File: src/rtl/slice_pkg.sv
package slice_pkg;
  typedef enum logic [1:0] {
    ST_IDLE  = 2'd0,
    ST_MISS  = 2'd1,
    ST_DRAIN = 2'd2
  } slice_state_e;
endpackage

File: src/rtl/slice_dep_track.sv
module slice_dep_track #(
  parameter int NREG = 8,
  localparam int REG_W = $clog2(NREG)
) (
  input  logic             clk,
  input  logic             rst_n,
  input  logic             clear_all,
  input  logic             miss_set,
  input  logic [REG_W-1:0] miss_reg,
  input  logic             op_en,
  input  logic [REG_W-1:0] op_src_a,
  input  logic [REG_W-1:0] op_src_b,
  input  logic [REG_W-1:0] op_dst,
  output logic             op_dep,
  output logic [NREG-1:0]  dep_bits
);
  logic [NREG-1:0] dep_q, dep_d;

  assign op_dep   = dep_q[op_src_a] | dep_q[op_src_b];
  assign dep_bits = dep_q;

  always_comb begin
    dep_d = dep_q;
    if (clear_all) begin
      dep_d = '0;
    end else begin
      for (int r = 0; r < NREG; r++) begin
        if (op_en && (op_dst == REG_W'(r))) dep_d[r] = op_dep;
        if (miss_set && (miss_reg == REG_W'(r))) dep_d[r] = 1'b1;
      end
    end
  end

  always_ff @(posedge clk or negedge rst_n) begin
    if (!rst_n) dep_q <= '0;
    else        dep_q <= dep_d;
  end
endmodule

File: src/rtl/slice_fifo.sv
module slice_fifo #(
  parameter int W     = 11,
  parameter int DEPTH = 4,
  localparam int PTR_W = (DEPTH > 1) ? $clog2(DEPTH) : 1,
  localparam int CNT_W = $clog2(DEPTH + 1)
) (
  input  logic             clk,
  input  logic             rst_n,
  input  logic             push,
  input  logic [W-1:0]     push_data,
  input  logic             pop,
  output logic [W-1:0]     head,
  output logic [CNT_W-1:0] count,
  output logic             full,
  output logic             empty
);
  logic [W-1:0]     mem [DEPTH];
  logic [PTR_W-1:0] wr_q, wr_d, rd_q, rd_d;
  logic [CNT_W-1:0] cnt_q, cnt_d;

  assign head  = mem[rd_q];
  assign count = cnt_q;
  assign full  = (cnt_q == CNT_W'(DEPTH));
  assign empty = (cnt_q == '0);

  always_comb begin
    wr_d  = wr_q;
    rd_d  = rd_q;
    cnt_d = cnt_q;
    if (push) wr_d = (wr_q == PTR_W'(DEPTH - 1)) ? '0 : wr_q + 1'b1;
    if (pop)  rd_d = (rd_q == PTR_W'(DEPTH - 1)) ? '0 : rd_q + 1'b1;
    if (push && !pop)      cnt_d = cnt_q + 1'b1;
    else if (pop && !push) cnt_d = cnt_q - 1'b1;
  end

  always_ff @(posedge clk or negedge rst_n) begin
    if (!rst_n) begin
      wr_q  <= '0;
      rd_q  <= '0;
      cnt_q <= '0;
    end else begin
      wr_q  <= wr_d;
      rd_q  <= rd_d;
      cnt_q <= cnt_d;
    end
  end

  always_ff @(posedge clk) begin
    if (push) mem[wr_q] <= push_data;
  end

  AST_NO_OVERFLOW: assert property (@(posedge clk) disable iff (!rst_n)
    push |-> !full);
  AST_NO_UNDERFLOW: assert property (@(posedge clk) disable iff (!rst_n)
    pop |-> !empty);
endmodule

File: src/rtl/slice_ctrl.sv
module slice_ctrl
  import slice_pkg::*;
(
  input  logic         clk,
  input  logic         rst_n,
  input  logic         miss_start,
  input  logic         miss_done,
  input  logic         level_zero_next,
  output slice_state_e state
);
  slice_state_e st_q, st_d;

  assign state = st_q;

  always_comb begin
    st_d = st_q;
    unique case (st_q)
      ST_IDLE:  if (miss_start) st_d = ST_MISS;
      ST_MISS:  if (miss_done)  st_d = level_zero_next ? ST_IDLE : ST_DRAIN;
      ST_DRAIN: if (level_zero_next) st_d = ST_IDLE;
      default:  st_d = ST_IDLE;
    endcase
  end

  always_ff @(posedge clk or negedge rst_n) begin
    if (!rst_n) st_q <= ST_IDLE;
    else        st_q <= st_d;
  end
endmodule

File: src/rtl/miss_slice_buffer.sv
module miss_slice_buffer
  import slice_pkg::*;
#(
  parameter int NREG   = 8,
  parameter int TAG_W  = 8,
  parameter int DATA_W = 16,
  parameter int DEPTH  = 4,
  localparam int REG_W = $clog2(NREG)
) (
  input  logic              clk,
  input  logic              rst_n,
  input  logic              op_valid,
  input  logic [REG_W-1:0]  op_dst,
  input  logic [REG_W-1:0]  op_src_a,
  input  logic [REG_W-1:0]  op_src_b,
  input  logic [TAG_W-1:0]  op_tag,
  output logic              stall,
  input  logic              miss_start,
  input  logic [REG_W-1:0]  miss_dst,
  input  logic              miss_done,
  input  logic [DATA_W-1:0] miss_data,
  output logic              exec_valid,
  output logic              exec_replay,
  output logic [REG_W-1:0]  exec_dst,
  output logic [TAG_W-1:0]  exec_tag,
  output logic              wb_valid,
  output logic [REG_W-1:0]  wb_dst,
  output logic [DATA_W-1:0] wb_data
);
  localparam int ENT_W = REG_W + TAG_W;
  localparam int CNT_W = $clog2(DEPTH + 1);

  slice_state_e     state;
  logic             accept, op_dep, push, pop, miss_set, done_acc;
  logic             fifo_full, fifo_empty, level_zero_next;
  logic [ENT_W-1:0] head;
  logic [CNT_W-1:0] count, level_next;
  logic [NREG-1:0]  dep_bits;
  logic [REG_W-1:0] miss_reg_q, miss_reg_d;

  logic              ex_v_d, ex_rp_d;
  logic [REG_W-1:0]  ex_dst_d;
  logic [TAG_W-1:0]  ex_tag_d;
  logic              wb_v_d;
  logic [REG_W-1:0]  wb_dst_d;
  logic [DATA_W-1:0] wb_data_d;

  assign stall    = fifo_full | (state == ST_DRAIN);
  assign accept   = op_valid & ~stall;
  assign push     = accept & op_dep;
  assign pop      = (state == ST_DRAIN) & ~fifo_empty;
  assign miss_set = miss_start & (state == ST_IDLE);
  assign done_acc = miss_done & (state == ST_MISS);

  assign level_next      = count + CNT_W'(push) - CNT_W'(pop);
  assign level_zero_next = (level_next == '0);

  slice_dep_track #(.NREG(NREG)) u_dep (
    .clk      (clk),
    .rst_n    (rst_n),
    .clear_all(done_acc),
    .miss_set (miss_set),
    .miss_reg (miss_dst),
    .op_en    (accept),
    .op_src_a (op_src_a),
    .op_src_b (op_src_b),
    .op_dst   (op_dst),
    .op_dep   (op_dep),
    .dep_bits (dep_bits)
  );

  slice_fifo #(.W(ENT_W), .DEPTH(DEPTH)) u_fifo (
    .clk      (clk),
    .rst_n    (rst_n),
    .push     (push),
    .push_data({op_dst, op_tag}),
    .pop      (pop),
    .head     (head),
    .count    (count),
    .full     (fifo_full),
    .empty    (fifo_empty)
  );

  slice_ctrl u_ctrl (
    .clk            (clk),
    .rst_n          (rst_n),
    .miss_start     (miss_set),
    .miss_done      (miss_done),
    .level_zero_next(level_zero_next),
    .state          (state)
  );

  always_comb begin
    miss_reg_d = miss_set ? miss_dst : miss_reg_q;
    ex_v_d     = pop | (accept & ~op_dep);
    ex_rp_d    = pop;
    if (pop) begin
      ex_dst_d = head[ENT_W-1:TAG_W];
      ex_tag_d = head[TAG_W-1:0];
    end else begin
      ex_dst_d = op_dst;
      ex_tag_d = op_tag;
    end
    wb_v_d    = done_acc;
    wb_dst_d  = done_acc ? miss_reg_q : wb_dst;
    wb_data_d = done_acc ? miss_data : wb_data;
  end

  always_ff @(posedge clk or negedge rst_n) begin
    if (!rst_n) begin
      miss_reg_q  <= '0;
      exec_valid  <= 1'b0;
      exec_replay <= 1'b0;
      exec_dst    <= '0;
      exec_tag    <= '0;
      wb_valid    <= 1'b0;
      wb_dst      <= '0;
      wb_data     <= '0;
    end else begin
      miss_reg_q  <= miss_reg_d;
      exec_valid  <= ex_v_d;
      exec_replay <= ex_rp_d;
      if (ex_v_d) begin
        exec_dst <= ex_dst_d;
        exec_tag <= ex_tag_d;
      end
      wb_valid <= wb_v_d;
      wb_dst   <= wb_dst_d;
      wb_data  <= wb_data_d;
    end
  end

  AST_WB_BEFORE_REPLAY: assert property (@(posedge clk) disable iff (!rst_n)
    (exec_valid && exec_replay && !$past(exec_valid && exec_replay)) |-> $past(wb_valid));
  AST_STALL_BLOCKS: assert property (@(posedge clk) disable iff (!rst_n)
    (op_valid && stall) |=> !(exec_valid && !exec_replay));
  AST_REPLAY_ONLY_DRAIN: assert property (@(posedge clk) disable iff (!rst_n)
    (exec_valid && exec_replay) |-> $past(state == ST_DRAIN));
  AST_IDLE_CLEAN: assert property (@(posedge clk) disable iff (!rst_n)
    (state == ST_IDLE) |-> (dep_bits == '0));
endmodule

File: config.mk
export PLATFORM = sky130hd
export DESIGN_NAME = miss_slice_buffer
export DESIGN_NICKNAME = d
export VERILOG_FILES = /design/src/rtl/slice_pkg.sv /design/src/rtl/slice_dep_track.sv /design/src/rtl/slice_fifo.sv /design/src/rtl/slice_ctrl.sv /design/src/rtl/miss_slice_buffer.sv
export SDC_FILE = /design/constraint.sdc
export NUM_CORES = 1
export LEC_CHECK = 0
export ABC_AREA = 1
export BUFFER_PORTS_ARGS = -buffer_cell sky130_fd_sc_hd__buf_2
export CAP_MARGIN = 20
export CORE_ASPECT_RATIO = 1.4
export CORE_MARGIN = 4
export CORE_UTILIZATION = 51
export DETAILED_ROUTE_END_ITERATION = 7
export GPL_TIMING_DRIVEN = 0
export PLACE_DENSITY_LB_ADDON = 0.12
export SLEW_MARGIN = 10
export SYNTH_ARGS = -nofsm -noshare
export SYNTH_HDL_FRONTEND = slang
export SYNTH_HIERARCHICAL = 1
export SYNTH_SLANG_ARGS = --single-unit
export TNS_END_PERCENT = 30
File: constraint.sdc
create_clock -name clk -period 2.6 [get_ports clk]
set_input_delay 0.13 -clock clk [delete_from_list [all_inputs] [get_ports clk]]
set_output_delay 0.13 -clock clk [all_outputs]
set_load 0.03 [all_outputs]
# Yosys cells after proc, flatten, opt, wreduce, memory -nomap -nowiden
# Memory sizes are Yosys's and may differ from the RTL's.
# Cells that the tools add are included.
# word_totals
mem_count,1
ramBits,44
out_inout_bits,34
regBits,53
inputBits,41
wordCells,132
# op_classes
n_eq_ne,22
addsub,6
n_bitwise,12
n_reduce_logical,35
magnitude_cmp,2
mux,34
# mem_list
memory,depth,word_bits,rd,rd_ports_with_merged_regs,write_ports,line,text
u_fifo.mem,4,11,1,0,1,slice_fifo.sv:17,logic [W-1:0] mem [DEPTH];
# ops
cell,n
"equality test 3 bit, second input constant",9
nonzero test 3 bit,8
two-way mux 1 bit,20
logical AND 1 bit,18
two-way mux 8 bit,2
"equality test 3 x 2 -> 1 bit, second input constant",4
zero test 3 bit,4
two-way mux 2 bit,6
two-way mux 3 bit,3
"less-than comparator 3 x 4 -> 1 bit, second input constant",2
AND 1 bit,6
binary-select mux 1 bit (select 3 bit),2
"equality test 2 bit, second input constant",3
"equality test 3 x 1 -> 1 bit, second input constant",2
one-hot mux 2 bit (3 select lines),1
"adder 2 x 1 -> 2 bit, second input constant",2
"!= test 2 bit, second input constant",2
adder 3 x 1 -> 3 bit,1
"adder 3 x 1 -> 3 bit, second input constant",1
NOT 1 bit,3
OR 1 bit,3
AND reduction 3 bit,1
subtractor 3 x 1 -> 3 bit,1
"subtractor 3 x 1 -> 3 bit, second input constant",1
other kinds (5),6

# Depth between registers and ports, before layout
# Gate-level depths: netlist of the first run.
# depth
ltp_word,11
ltp_mapped,17
depth_no_buf,17

# Modules after synthesis
# Netlist of the first run, hierarchy kept.
# modules_own_cells
mod,seq_area_each_um2,instances,area_per_inst_um2,cells_per_inst
slice_fifo,1496.4,1,2180.8,180
miss_slice_buffer,900.9,1,1699.1,207
slice_dep_track,200.2,1,772.0,140
slice_ctrl,50.0,1,93.8,11

# Least setup slack after synthesis of the first run
# No wires, ideal clock.
# synth_path
path_kind,register -> register
from,"reg u_dep.dep_q[3], in the netlist u_dep/dep_bits[3]"
to,"reg u_ctrl.st_q[1], in the netlist u_ctrl/state[1]"
arrival_time_ns,2.317
required_ns,2.482
stages_incl_launch_ff,16
setup_time_ns,0.118
slack_ns,0.165
synth_period_minus_slack_ns,2.435
n_path_buf,0
cell_sequence,dfrtp_1 -> inv_1 -> nand2_1 -> nand3_1 -> nand3b_1 -> nand2_4 -> nand2_1 -> inv_1 -> nor2_1 -> ha_1 -> fa_1 -> or2_2 -> a21oi_1 -> inv_1 -> nand3_1 -> nand2_1
# synth_via
elab_chain_cells,10
elab_cells_between_ends,14
classes_between,add/sub: 2; eq/ne: 1; mux: 7; bitwise: 2; reduce/logical: 2
# synth_lines
element,line,text
from (decl),slice_dep_track.sv:17,"logic [NREG-1:0] dep_q, dep_d;"
from (signal assigned),slice_dep_track.sv:36,else dep_q <= dep_d;
binary-select mux 1 bit (select 3 bit),slice_dep_track.sv:19,assign op_dep = dep_q[op_src_a] | dep_q[op_src_b];
two-way mux 1 bit (not written as such),slice_dep_track.sv:19,
OR 1 bit (*),slice_dep_track.sv:19,
net op_dep,miss_slice_buffer.sv:34,"logic accept, op_dep, push, pop, miss_set, done_acc;"
AND 1 bit (*),miss_slice_buffer.sv:50,assign push = accept & op_dep;
net push,miss_slice_buffer.sv:34,
adder 3 x 1 -> 3 bit (*),miss_slice_buffer.sv:55,assign level_next = count + CNT_W'(push) - CNT_W'(pop);
subtractor 3 x 1 -> 3 bit (*),miss_slice_buffer.sv:55,
zero test 3 bit (*),miss_slice_buffer.sv:56,assign level_zero_next = (level_next == '0);
net level_zero_next,miss_slice_buffer.sv:35,"logic fifo_full, fifo_empty, level_zero_next;"
two-way mux 2 bit (2 in series),slice_ctrl.sv:19,ST_MISS: if (miss_done) st_d = level_zero_next ? ST_IDLE : ST_DRAIN;
one-hot mux 2 bit (3 select lines),slice_ctrl.sv:17,unique case (st_q)
to (signal assigned),slice_ctrl.sv:27,else st_q <= st_d;
to (decl),slice_ctrl.sv:11,"slice_state_e st_q, st_d;"
# Mark *: on every way through the listed nets, which the timed path passes. The rest lies on a longest branch. The select of a mux whose other input is x is not followed.
# A chain may end at the register's enable or synchronous reset.

# Worst setup path in the final report of the first run
# layout_path
from,"reg u_dep.dep_q[1], in the netlist u_dep/dep_bits[1]"
to,"reg u_ctrl.st_q[1], in the netlist u_ctrl/state[1]"
# Same word-level chain as after synthesis.

==> impl_results.md, run 1 <==
* Maximum vdd drop at slightly above 700 µV
* DP HPWL at 7710 µm
* Layout Utilization at 0.644
* HP Class: in2reg
* Synth top area share at 0.279
* Static leakage at about 3 nW
* Total chip power at between 6 and 7 mW
* First-pass GRT wire length at 18,400 µm
* Setup Skew at 4.74 ps
* Startpoint Class: flop
* GRT overflow at 0
* Final nets at roughly 700
* Detailed-router iteration count before antenna repair at 5
* TritonCTS clock tree: done
* Num rows at slightly above 40
* TritonCTS buffer count at 9
* Rel. slew slack at 0.591
* DRC marker count from the first detailed-route iteration at ~150
* Max Fanout on Critical Path at 7
* Vias in the first global route at 3,927
* Most frequent cells in the layout: nand2_1, buf_2, inv_1
* Final wirelength at roughly 11,000 µm
* Crit path kind: reg2reg
* Post-route insts no fill at about 760
* ANT cells at 0
* GR Util All Layers at 0.222
* CTS clk-pin slew, worst paths at roughly 70 ps
* Placed cells at 720
* Remaining antenna violation count after routing at 0
* Leading area contributor after synthesis: dfrtp_1
* Register area share after synthesis at 0.558
* Top-Level Pins at 75
* Pre-CTS WS at -234 ps
* Drt drc at 0
* Chip height at 122 µm
* Crit share post-route at 0.945
* Crit path time final at 2460 ps
* # fillers at between 700 and 800
* Cell repeated most along the worst path: nand2_1
* Post-route worst setup slack at 144 ps
* Maximum root-to-sink buffer count at 2
* Crit path DAT at about 2700 ps
* Final setup vio count at 0
* Worst-path cell chain: inv_1 -> nand2_1 -> nand3_1 -> nand3b_1 -> nand2_4 -> nand2_1 -> inv_2 -> nor2_4 -> ha_1 -> fa_1 -> or2_2 -> a21oi_1 -> inv_1 -> nand3_1 -> nand2_1
* Critical path startpoint: u_dep/dep_bits[1]
* Top cells by area, synth: dfrtp_1, edfxtp_1, nand2_1, inv_1, nand3_1
* Die width at 89.5 µm
* Final Hold Viols at 0
* Worst Setup End Kind: flop
* Most common library cell in the layout ignoring fill and taps: nand2_1
* Synth async-reset ratio at 0.546
* Buffers on Ports at between 70 and 80
* Synth Warn # at 6
* Critical path's slowest cell: fa_1
* Cells on worst reg2reg path at 15
* Initial antenna violation count at 0
* PD cells at around 1100 nW/µm²
* Root Buffer: clkbuf_16
* Core area at roughly 9000 µm²
* Wire per inst at 14.7 µm
* Critical R2R Capture: u_ctrl/state[1]
* Synth Register Bits at 97
* Vias per Instance at about 5.2
* Skew-Pair Late Insertion Delay at around 340 ps
* Final GP Congestion at 0.821
* Mean post-synth cell area at around 9 µm²
* Primary FF master, synth: dfrtp_1
* RSZ-0062 raised after global routing: false
* Syn Inst Count at ~540
* Worst Setup EP: u_ctrl/state[1]
* CP max stage delay at around 430 ps
* Distinct cells, synth at 30
* Reg2Reg Launch Point: u_dep/dep_bits[1]
* Die area at about 11,000 µm²
* R2R setup slack at ~140 ps
* Max Freq at roughly 0.4 GHz
* Synth Cell Area at 4750 µm²
* Final TNS setup at 0 ps
* H-tree levels at 3
* Vias at a little under 4,000
* Worst-Margin Slew at a little over 600 ps
* Maxcap violations at 0
* Area grow syn2layout at 22.5%
* TritonCTS Sinks at 97
* Fin. max-slew vios at 0
* Status: complete, no violations
* Post-synth EDFFs at 44
* Largest net degree at the start of global routing at 29
* Layout cells sized above 1 at 0.215
* Net count after synthesis at ~590
* Req. time, crit path at roughly 2800 ps
* Starting Density at 0.526
## synth_stat cells (3+ instances only)
library cell,instances
nor3_1,5
nor2_1,17
buf_2,8
buf_4,3
nand4_1,15
buf_6,6
ha_1,7
dfrtp_1,53
nand2_2,4
inv_1,69
a21oi_1,4
edfxtp_1,44
nand2_1,211
nand3_1,35
inv_2,7
o21ai_0,10
o211ai_1,22
## repair_timing
action / CTS / global route
gates resized for setup: 3 / 6
pin swaps: 0 / 3
hold endpoints to repair: 42 / 0
setup buffers: 0 / 9
hold buffers: 18 / 0
setup endpoints to repair: 1 / 1
## area by class of cell
cell class                 instances  area, µm²  area share
tap                              107        134      0.0230
clock inverter                     7       47.5     0.00818
clock buffer                       9        225      0.0387
buffer                            17        136      0.0235
timing repair buffer             102        638       0.110
multi-input combinational        348       1700       0.292
inverter                          76        285      0.0491
sequential                        97       2650       0.456
## routing by layer
| layer | track usage | routed length, µm | part of all wire |
|---|---|---|---|
| met4 | 0.0931 | 209 | 0.019 |
| met5 | 0 | 0 | 0 |
| met1 | 0.252 | 4330 | 0.39 |
| met2 | 0.387 | 5900 | 0.53 |
| met3 | 0.0582 | 777 | 0.069 |
## per-stage QoR
step | cell area [µm²] | hold WS (ps)
6_report | 5810 | 19.2
5_1_grt | 5810 | 21.5
4_1_cts | 5730 | 12.5
3_5_place_dp | 5270 | 180
3_3_place_gp | 5250 | 322
2_1_floorplan | 4750 | -166
## state kept, by name, indices dropped and copies added, names as in the netlist
name,count
wb_data,16
exec_tag,8
u_dep/dep_bits,8
u_fifo/count,3
exec_dst,3
u_ctrl/state,2
u_fifo/rd_q,2
exec_valid,1
u_fifo/mem,44
wb_dst,3
u_fifo/wr_q,2
exec_replay,1
wb_valid,1
miss_reg_q,3
## critical path: cells and delay by family, from the launching register on
family | cells | cell delay (ps)
AND/OR/NAND/NOR | 9 | 950
AO/OA/AOI/OAI | 1 | 120
adder cells (fa/ha/maj) | 2 | 630
buffers and inverters | 3 | 230
flip-flops | 1 | 420
## cell families after synthesis
logic type | after synthesis | synth area share
buffers and inverters | 93 | 0.0875
adder cells (fa/ha/maj) | 9 | 0.0269
AND/OR/NAND/NOR | 296 | 0.267
flip-flops | 97 | 0.558
AO/OA/AOI/OAI | 40 | 0.0551
XOR/XNOR | 3 | 0.00554
## worst min path at each step
stage            startpoint               end  slack, ps  cells past startpoint
2_1_floorplan         rst_n       exec_dst[0]       -170                      0
3_3_place_gp   miss_data[2]        wb_data[2]        320                      3
3_5_place_dp          rst_n        wb_data[8]        180                      1
4_1_cts           op_tag[5]  u_fifo/mem[3][5]         10                      1
5_1_grt           op_tag[5]  u_fifo/mem[3][5]         20                      1
6_report          op_tag[0]  u_fifo/mem[1][0]         20                      1
## report_power, final
part / internal [mW] / total [mW] / switching [mW]
Clock: 0.646 / 1.21 / 0.561
Combinational: 1.01 / 2.94 / 1.94
Sequential: 2.12 / 2.42 / 0.305
Total: 3.77 / 6.57 / 2.80
(Power assumes the default switching activity.)
==> run 2: changes to the inputs <==
--- a/config.mk
+++ b/config.mk
@@ -9,14 +9,13 @@
 export BUFFER_PORTS_ARGS = -buffer_cell sky130_fd_sc_hd__buf_2
 export CAP_MARGIN = 20
 export CORE_ASPECT_RATIO = 1.4
-export CORE_MARGIN = 4
+export CORE_MARGIN = 2
 export CORE_UTILIZATION = 51
 export DETAILED_ROUTE_END_ITERATION = 7
 export GPL_TIMING_DRIVEN = 0
-export PLACE_DENSITY_LB_ADDON = 0.12
+export PLACE_DENSITY = 0.76
 export SLEW_MARGIN = 10
 export SYNTH_ARGS = -nofsm -noshare
 export SYNTH_HDL_FRONTEND = slang
-export SYNTH_HIERARCHICAL = 1
 export SYNTH_SLANG_ARGS = --single-unit
 export TNS_END_PERCENT = 30
==> run 2 against run 1 <==
- clock skew grew 2.2 ps
- critical path depth shrank 2
- global-route usage grew 0.86 points
- area after synthesis shrank 5.3%
- sequential share of layout area grew 2.2 points
- combinational power shrank 9.9%
- synthesized cell count shrank 6.7%
- largest cell class unchanged
==> impl_results.md, run 2 <==
* Status: complete, no violations
* Die area at 9590 µm² (-12%)
* Crit path DAT at 2570 ps (-120 ps)
* Crit share post-route at 0.900 (-0.0448)
* Most common library cell in the layout ignoring fill and taps: nand2_1
* First-pass GRT wire length at 17,400 µm (-5.5%)
* Wire per inst at 14.4 µm (-2.2%)
* Pre-CTS WS at 270 ps (+504 ps)
* Synth Cell Area at 4490 µm² (-5.3%)
* Final Hold Viols at 0 (unchanged)
* Die width at 83.3 µm (-6.9%)
* Syn Inst Count at 502 (-6.7%)
* TritonCTS Sinks at 97 (unchanged)
* Maximum vdd drop at 633 µV (-11%)
* GR Util All Layers at 0.230 (+0.00864)
* DRC marker count from the first detailed-route iteration at 173 (+18%)
* Rel. slew slack at 0.307 (-0.285)
* Top-count cell post-synth: nand2_1
* Largest net degree at the start of global routing at 32 (+10%)
* Maxcap violations at 0 (unchanged)
* Final nets at 658 (-6.1%)
* Sw power at 2.64 mW (-5.6%)
* CTS clk-pin slew, worst paths at 70 ps (about the same)
* Area grow syn2layout at 23.1%
* Logic pwr share at 0.411 (-0.037)
* TritonCTS clock tree: done
* Vias at 3,661 (-6.9%)
* HP Class: in2reg
* Switching Share at 0.410 (-0.0163)
* Distinct cells, synth at 28 (-6.7%)
* Worst-Margin Slew at 1040 ps (+423 ps)
* Initial antenna violation count at 0 (unchanged)
* Maximum root-to-sink buffer count at 2 (unchanged)
* Final TNS setup at 0 ps (unchanged)
* PD cells at 1170 nW/µm² (+3.1%)
* Layout cells sized above 1 at 0.204 (-0.0110)
* Register area share after synthesis at 0.589 (+0.0314)
* Top cells by area, synth: dfrtp_1, edfxtp_1, nand2_1, nor2_1, o21ai_0
* Num rows at 40 (-2.4%)
* TritonCTS buffer count at 9 (unchanged)
* Largest registers: u_fifo.mem x44, wb_data x16
* Final GP Congestion at 0.834 (+1.5%)
* Worst Setup End Kind: flop
* ANT cells at 0 (unchanged)
* Synth Register Bits at 97 (unchanged)
* H-tree levels at 3 (unchanged)
* Req. time, crit path at 2830 ps (about the same)
* Startpoint Class: flop
* Synth Warn # at 0 (-6)
* GRT overflow at 0 (unchanged)
* Largest Register: u_fifo.mem
* Top-Level Pins at 75 (unchanged)
* Synth top area share at 0.295 (+0.0157)
* Max Freq at 0.427 GHz (+5.0%)
* Max Fanout on Critical Path at 10 (+3)
* Fin. max-slew vios at 0 (unchanged)
* Static leakage at 2.71 nW (-9.0%)
* Max reg flops at 44 (unchanged)
* Leading area contributor after synthesis: dfrtp_1
* Chip height at 115 µm (-5.8%)
* Skew-Pair Late Insertion Delay at 340 ps (about the same)
* Crit path time final at 2340 ps (-117 ps)
* Starting Density at 0.525 (-0.000638)
* Most frequent cells in the layout: nand2_1, buf_2, nor2_1
* RSZ-0062 raised after global routing: false
* Vias in the first global route at 3,757 (-4.3%)
* Min Hold Slack at 22.7 ps (+3.53 ps)
* Crit path kind: reg2reg
* Setup Skew at 6.94 ps (+2.20 ps)
* Root Buffer: clkbuf_16
* Remaining antenna violation count after routing at 0 (unchanged)
* Final wirelength at 10,300 µm (-7.9%)
* Synth async-reset ratio at 0.546 (unchanged)
* Internal at 3.80 mW (+0.89%)
* Post-synth EDFFs at 44 (unchanged)
* Vias per Instance at 5.10 (-1.1%)
* Primary FF master, synth: dfrtp_1
* Mean post-synth cell area at 8.95 µm² (+1.5%)
* Buffers on Ports at 74 (unchanged)
* Post-synth top cells: nand2_1, nor2_1, dfrtp_1
* Final setup vio count at 0 (unchanged)
* Drt drc at 0 (unchanged)
* Post-route worst setup slack at 260 ps (+117 ps)
* DP HPWL at 7280 µm (-5.6%)
* Core area at 8560 µm² (-5.2%)
* Net count after synthesis at 552 (-6.1%)
* Sequential Power Share at 0.372 (+0.003)
* Clk pwr share at 0.217 (+0.033)
* # fillers at 704 (-5.9%)
* Detailed-router iteration count before antenna repair at 5 (unchanged)
==> run 2: changes by cell type in the layout (fill, tap and decap cells not counted), moves of 4 or more <==
cell / before / now
nand3_1: 35 / 22
nor3_1: 4 / 0
buf_4: 12 / 4
inv_1: 68 / 37
a21oi_1: 4 / 10
nand4_1: 15 / 3
nand2_1: 211 / 176
nor2_1: 16 / 59
buf_6: 7 / 3
o211ai_1: 22 / 0
o21ai_0: 10 / 42
==> run 2: final cells by class <==
cell class | count | area, µm² | area share
Clock inverter | 7 | 93.8 | 0.0170
Tap cell | 105 | 131 | 0.0237
Inverter | 46 | 173 | 0.0312
Buffer | 16 | 93.8 | 0.0170
Clock buffer | 9 | 225 | 0.0407
Sequential cell | 97 | 2650 | 0.479
Timing Repair Buffer | 95 | 589 | 0.107
Multi-Input combinational cell | 343 | 1580 | 0.285
==> run 2: final timing paths <==
path,cells after the start,slack [ps],endpoint,start
max in group asynchronous,3,1730,u_fifo.wr_q[0],rst_n
worst max register to register,13,260,u_ctrl.state[1],u_ctrl.state[0]
worst max-delay path,13,260,u_ctrl.state[1],u_ctrl.state[0]
worst min-delay path,1,20,u_fifo.mem[0][0],op_tag[0]
min in group asynchronous,2,310,wb_data[2],rst_n
worst min register to register,2,480,wb_data[0],wb_data[0]
==> run 2: power by group through the flow <==
| stage | clock [mW] | combinational, mW | sequential (mW) |
|---|---|---|---|
| global route | 1.50 | 2.96 | 2.46 |
| floorplan | 0 | 1.41 | 2.83 |
| global placement | 0 | 2.53 | 2.41 |
| detailed placement | 0 | 2.63 | 2.42 |
| CTS | 1.42 | 2.66 | 2.40 |
| finish | 1.40 | 2.65 | 2.40 |
==> run 2: per-stage QoR <==
step	utilization	power (mW)	instances	instance area [µm²]
after CTS	0.644	6.48	716	5510
final	0.646	6.45	718	5530
after global placement	0.584	4.93	681	4990
after global routing	0.646	6.91	718	5530
after floorplan	-	4.24	502	4490
after detailed placement	0.586	5.05	682	5010
==> run 2: routing by layer <==
metal	share of wire	vias to the layer above	track usage
met1	0.39	1713	0.248
met5	0	-	0
met3	0.049	18	0.0517
met4	0.020	0	0.0907
met2	0.55	110	0.438
li1	-	1820	-
==> run 2: what timing repair did <==
action	in CTS	in global routing
setup buffers	0	0
endpoints found under the hold margin	39	0
resized for setup	0	0
hold buffers	18	0
==> run 2: cells by family (layout without fill, tap and decap cells) <==
kind of cell / count (synthesis) / count (layout) / synth area share
buffers and inverters: 62 / 173 / 0.0593
AOI/OAI and AO/OA: 57 / 57 / 0.0657
DFF: 97 / 97 / 0.589
adders and majority gates: 9 / 9 / 0.0284
and+or+nand+nor: 273 / 273 / 0.250
xor gates and xnor gates: 4 / 4 / 0.00780
==> run 2: critical path, cell delays in order (launching register included) <==
cell and delay [ps]:
dfrtp_1 400, inv_2 90, nand2_2 80, a31oi_2 170, buf_4 220, buf_6 160, nand2_1 90, o21ai_0 90
ha_1 180, fa_1 410, nor2_1 130, nand2_1 60, o21ai_0 70, inv_1 60
==> run 3: changes to the inputs <==
--- a/config.mk
+++ b/config.mk
@@ -14,6 +14,7 @@
 export DETAILED_ROUTE_END_ITERATION = 7
 export GPL_TIMING_DRIVEN = 0
 export PLACE_DENSITY = 0.76
+export SETUP_SLACK_MARGIN = 0.5
 export SLEW_MARGIN = 10
 export SYNTH_ARGS = -nofsm -noshare
 export SYNTH_HDL_FRONTEND = slang
==> run 3 against run 2 <==
- non-clock buffer count is 14 higher
- clock power about the same
- global-route usage is 0.12 points higher
- highest routed layer unchanged
- fmax up 9.3%
==> impl_results.md, run 3 (synthesized netlist as in run 2, its figures left out) <==
* TritonCTS clock tree: done
* GR peak layer: met2
* Maxcap violations at 0 (unchanged)
* Largest Register: u_fifo.mem
* Footprint of the multi-input gates at 1650 µm² (+4.8%)
* DP HPWL at 7280 µm (unchanged)
* TritonCTS Sinks at 97 (unchanged)
* Max Freq at 0.467 GHz (+9.3%)
* Most frequent cells in the layout: nand2_1, buf_2, nor2_1
* PD cells at 1170 nW/µm² (+0.79%)
* Die width at 83.3 µm (unchanged)
* CP Buf/Inv Count at 4 (unchanged)
* ANT cells at 0 (unchanged)
* Worst Setup End Kind: flop
* Crit path kind: reg2reg
* Crit path time final at 2140 ps (-199 ps)
* Crit share post-route at 0.823 (-0.0767)
* Detailed-router iteration count before antenna repair at 4 (-1)
* Chip height at 115 µm (unchanged)
* Crit path DAT at 2380 ps (-190 ps)
* M3 GR Usage at 0.0424 (-0.00933)
* Max Fanout on Critical Path at 9 (-1)
* Root Buffer: clkbuf_16
* GRT overflow at 0 (unchanged)
* Final wirelength at 10,700 µm (+3.2%)
* Final setup vio count at 0 (unchanged)
* Drt drc at 0 (unchanged)
* Rel. slew slack at 0.509 (+0.203)
* Die area at 9590 µm² (unchanged)
* Status: complete, no violations
* HP Class: in2reg
* Req. time, crit path at 2830 ps (about the same)
* Register area at 2650 µm² (about the same)
* Most common library cell in the layout ignoring fill and taps: nand2_1
* DRC marker count from the first detailed-route iteration at 180 (+4.0%)
* Final TNS setup at 0 ps (unchanged)
* Vias per Instance at 5.14 (+0.85%)
* Layout cells sized above 1 at 0.244 (+0.0401)
* Max reg flops at 44 (unchanged)
* Maximum root-to-sink buffer count at 2 (unchanged)
* CTS clk-pin slew, worst paths at 70 ps (about the same)
* Core area at 8560 µm² (unchanged)
* Final nets at 672 (+2.1%)
* Static leakage at 2.80 nW (+3.2%)
* GR Util All Layers at 0.232 (+0.00124)
* Starting Density at 0.525 (unchanged)
* Buffers on Ports at 74 (unchanged)
* Wire per inst at 14.6 µm (+1.2%)
* Maximum vdd drop at 645 µV (+1.9%)
* Top delay family on crit path: adder cells
* Met1 usage at 0.248 (-0.000477)
* # fillers at 668 (-5.1%)
* Remaining antenna violation count after routing at 0 (unchanged)
* Worst-Margin Slew at 735 ps (-301 ps)
* Skew-Pair Late Insertion Delay at 350 ps (about the same)
* Setup Skew at 5.26 ps (-1.67 ps)
* Largest registers: u_fifo.mem x44, wb_data x16
* Startpoint Class: flop
* TritonCTS buffer count at 9 (unchanged)
* Met2 GRT Util at 0.440 (+0.00215)
* First-pass GRT wire length at 17,400 µm (+0.44%)
* Critical path's slowest cell: dfrtp_1
* RSZ-0062 raised after global routing: true
* Post-route worst setup slack at 460 ps (+199 ps)
* H-tree levels at 3 (unchanged)
* Final GP Congestion at 0.834 (unchanged)
* Area grow syn2layout at 27.4%
* Fin. max-slew vios at 0 (unchanged)
* Vias in the first global route at 3,790 (+0.88%)
* Final Hold Viols at 0 (unchanged)
* Pre-CTS WS at 270 ps (unchanged)
* Worst-path cell chain: inv_2 -> nand2_4 -> a31oi_4 -> buf_6 -> buf_8 -> nand2_2 -> o21ai_2 -> ha_2 -> fa_1 -> nor2_1 -> nand2_1 -> o21ai_1 -> inv_1
* Top-Level Pins at 75 (unchanged)
* Vias at 3,764 (+2.8%)
* Largest net degree at the start of global routing at 32 (unchanged)
* CP max stage delay at 400 ps (about the same)
* Num rows at 40 (unchanged)
* Initial antenna violation count at 0 (unchanged)
[run 3: worst paths after layout]
path | start | to | slack (ps) | cells past startpoint
max | u_ctrl.state[0] | u_ctrl.state[1] | 460 | 13
min | op_tag[0] | u_fifo.mem[3][0] | 20 | 1
max reg2reg | u_ctrl.state[0] | u_ctrl.state[1] | 460 | 13
min reg2reg | wb_data[0] | wb_data[0] | 480 | 2
max in group asynchronous | rst_n | u_fifo.count[1] | 1730 | 3
min in group asynchronous | rst_n | wb_data[2] | 300 | 2
[run 3: power by group]
group          leakage (nW)  switching, mW  internal [mW]
combinational          1.58           1.91           1.01
clock                 0.153          0.570          0.842
sequential             1.06          0.286           2.11
total                  2.80           2.76           3.96
[run 3: what timing repair did]
action / 4_1_cts / 5_1_grt
hold buffers: 18 / 0
cloned: 0 / 0
pin swaps: 0 / 8
buffers inserted: 2 / 13
endpoints found under the hold margin: 39 / 0
resized for setup: 5 / 23
endpoints found under the setup margin: 47 / 31
[run 3: worst register-to-register path, cell delays in order, from the launching register on]
cell,delay (ps)
dfrtp_1,400
inv_2,100
nand2_4,70
a31oi_4,170
buf_6,150
buf_8,130
nand2_2,70
o21ai_2,60
ha_2,180
fa_1,400
nor2_1,100
nand2_1,60
o21ai_1,80
inv_1,50
[run 3: layout make-up]
type	instances	share of cell area
clock inverter	7	0.0164
multi-input combinational	343	0.289
clock buffer	9	0.0393
timing repair buffer	109	0.121
inverter	46	0.0310
buffer	16	0.0181
sequential	97	0.463
tap	105	0.0229
[run 3: routing by layer]
metal  part of all wire  vias to the layer above
met1               0.39                     1772
met2               0.53                      126
met4              0.030                        0
met5                  0                        -
met3              0.048                       22
li1                   -                     1844
[run 3: metrics by stage]
stage / util / instance area [µm²] / cells / power (mW) / hold slack, ps
finish: 0.669 / 5730 / 732 / 6.73 / 15.8
CTS: 0.648 / 5550 / 718 / 6.52 / 12.2
detailed placement: 0.586 / 5010 / 682 / 5.05 / 146
global placement: 0.584 / 4990 / 681 / 4.93 / 322
floorplan: - / 4490 / 502 / 4.24 / -166
global route: 0.669 / 5730 / 732 / 7.18 / 11.5
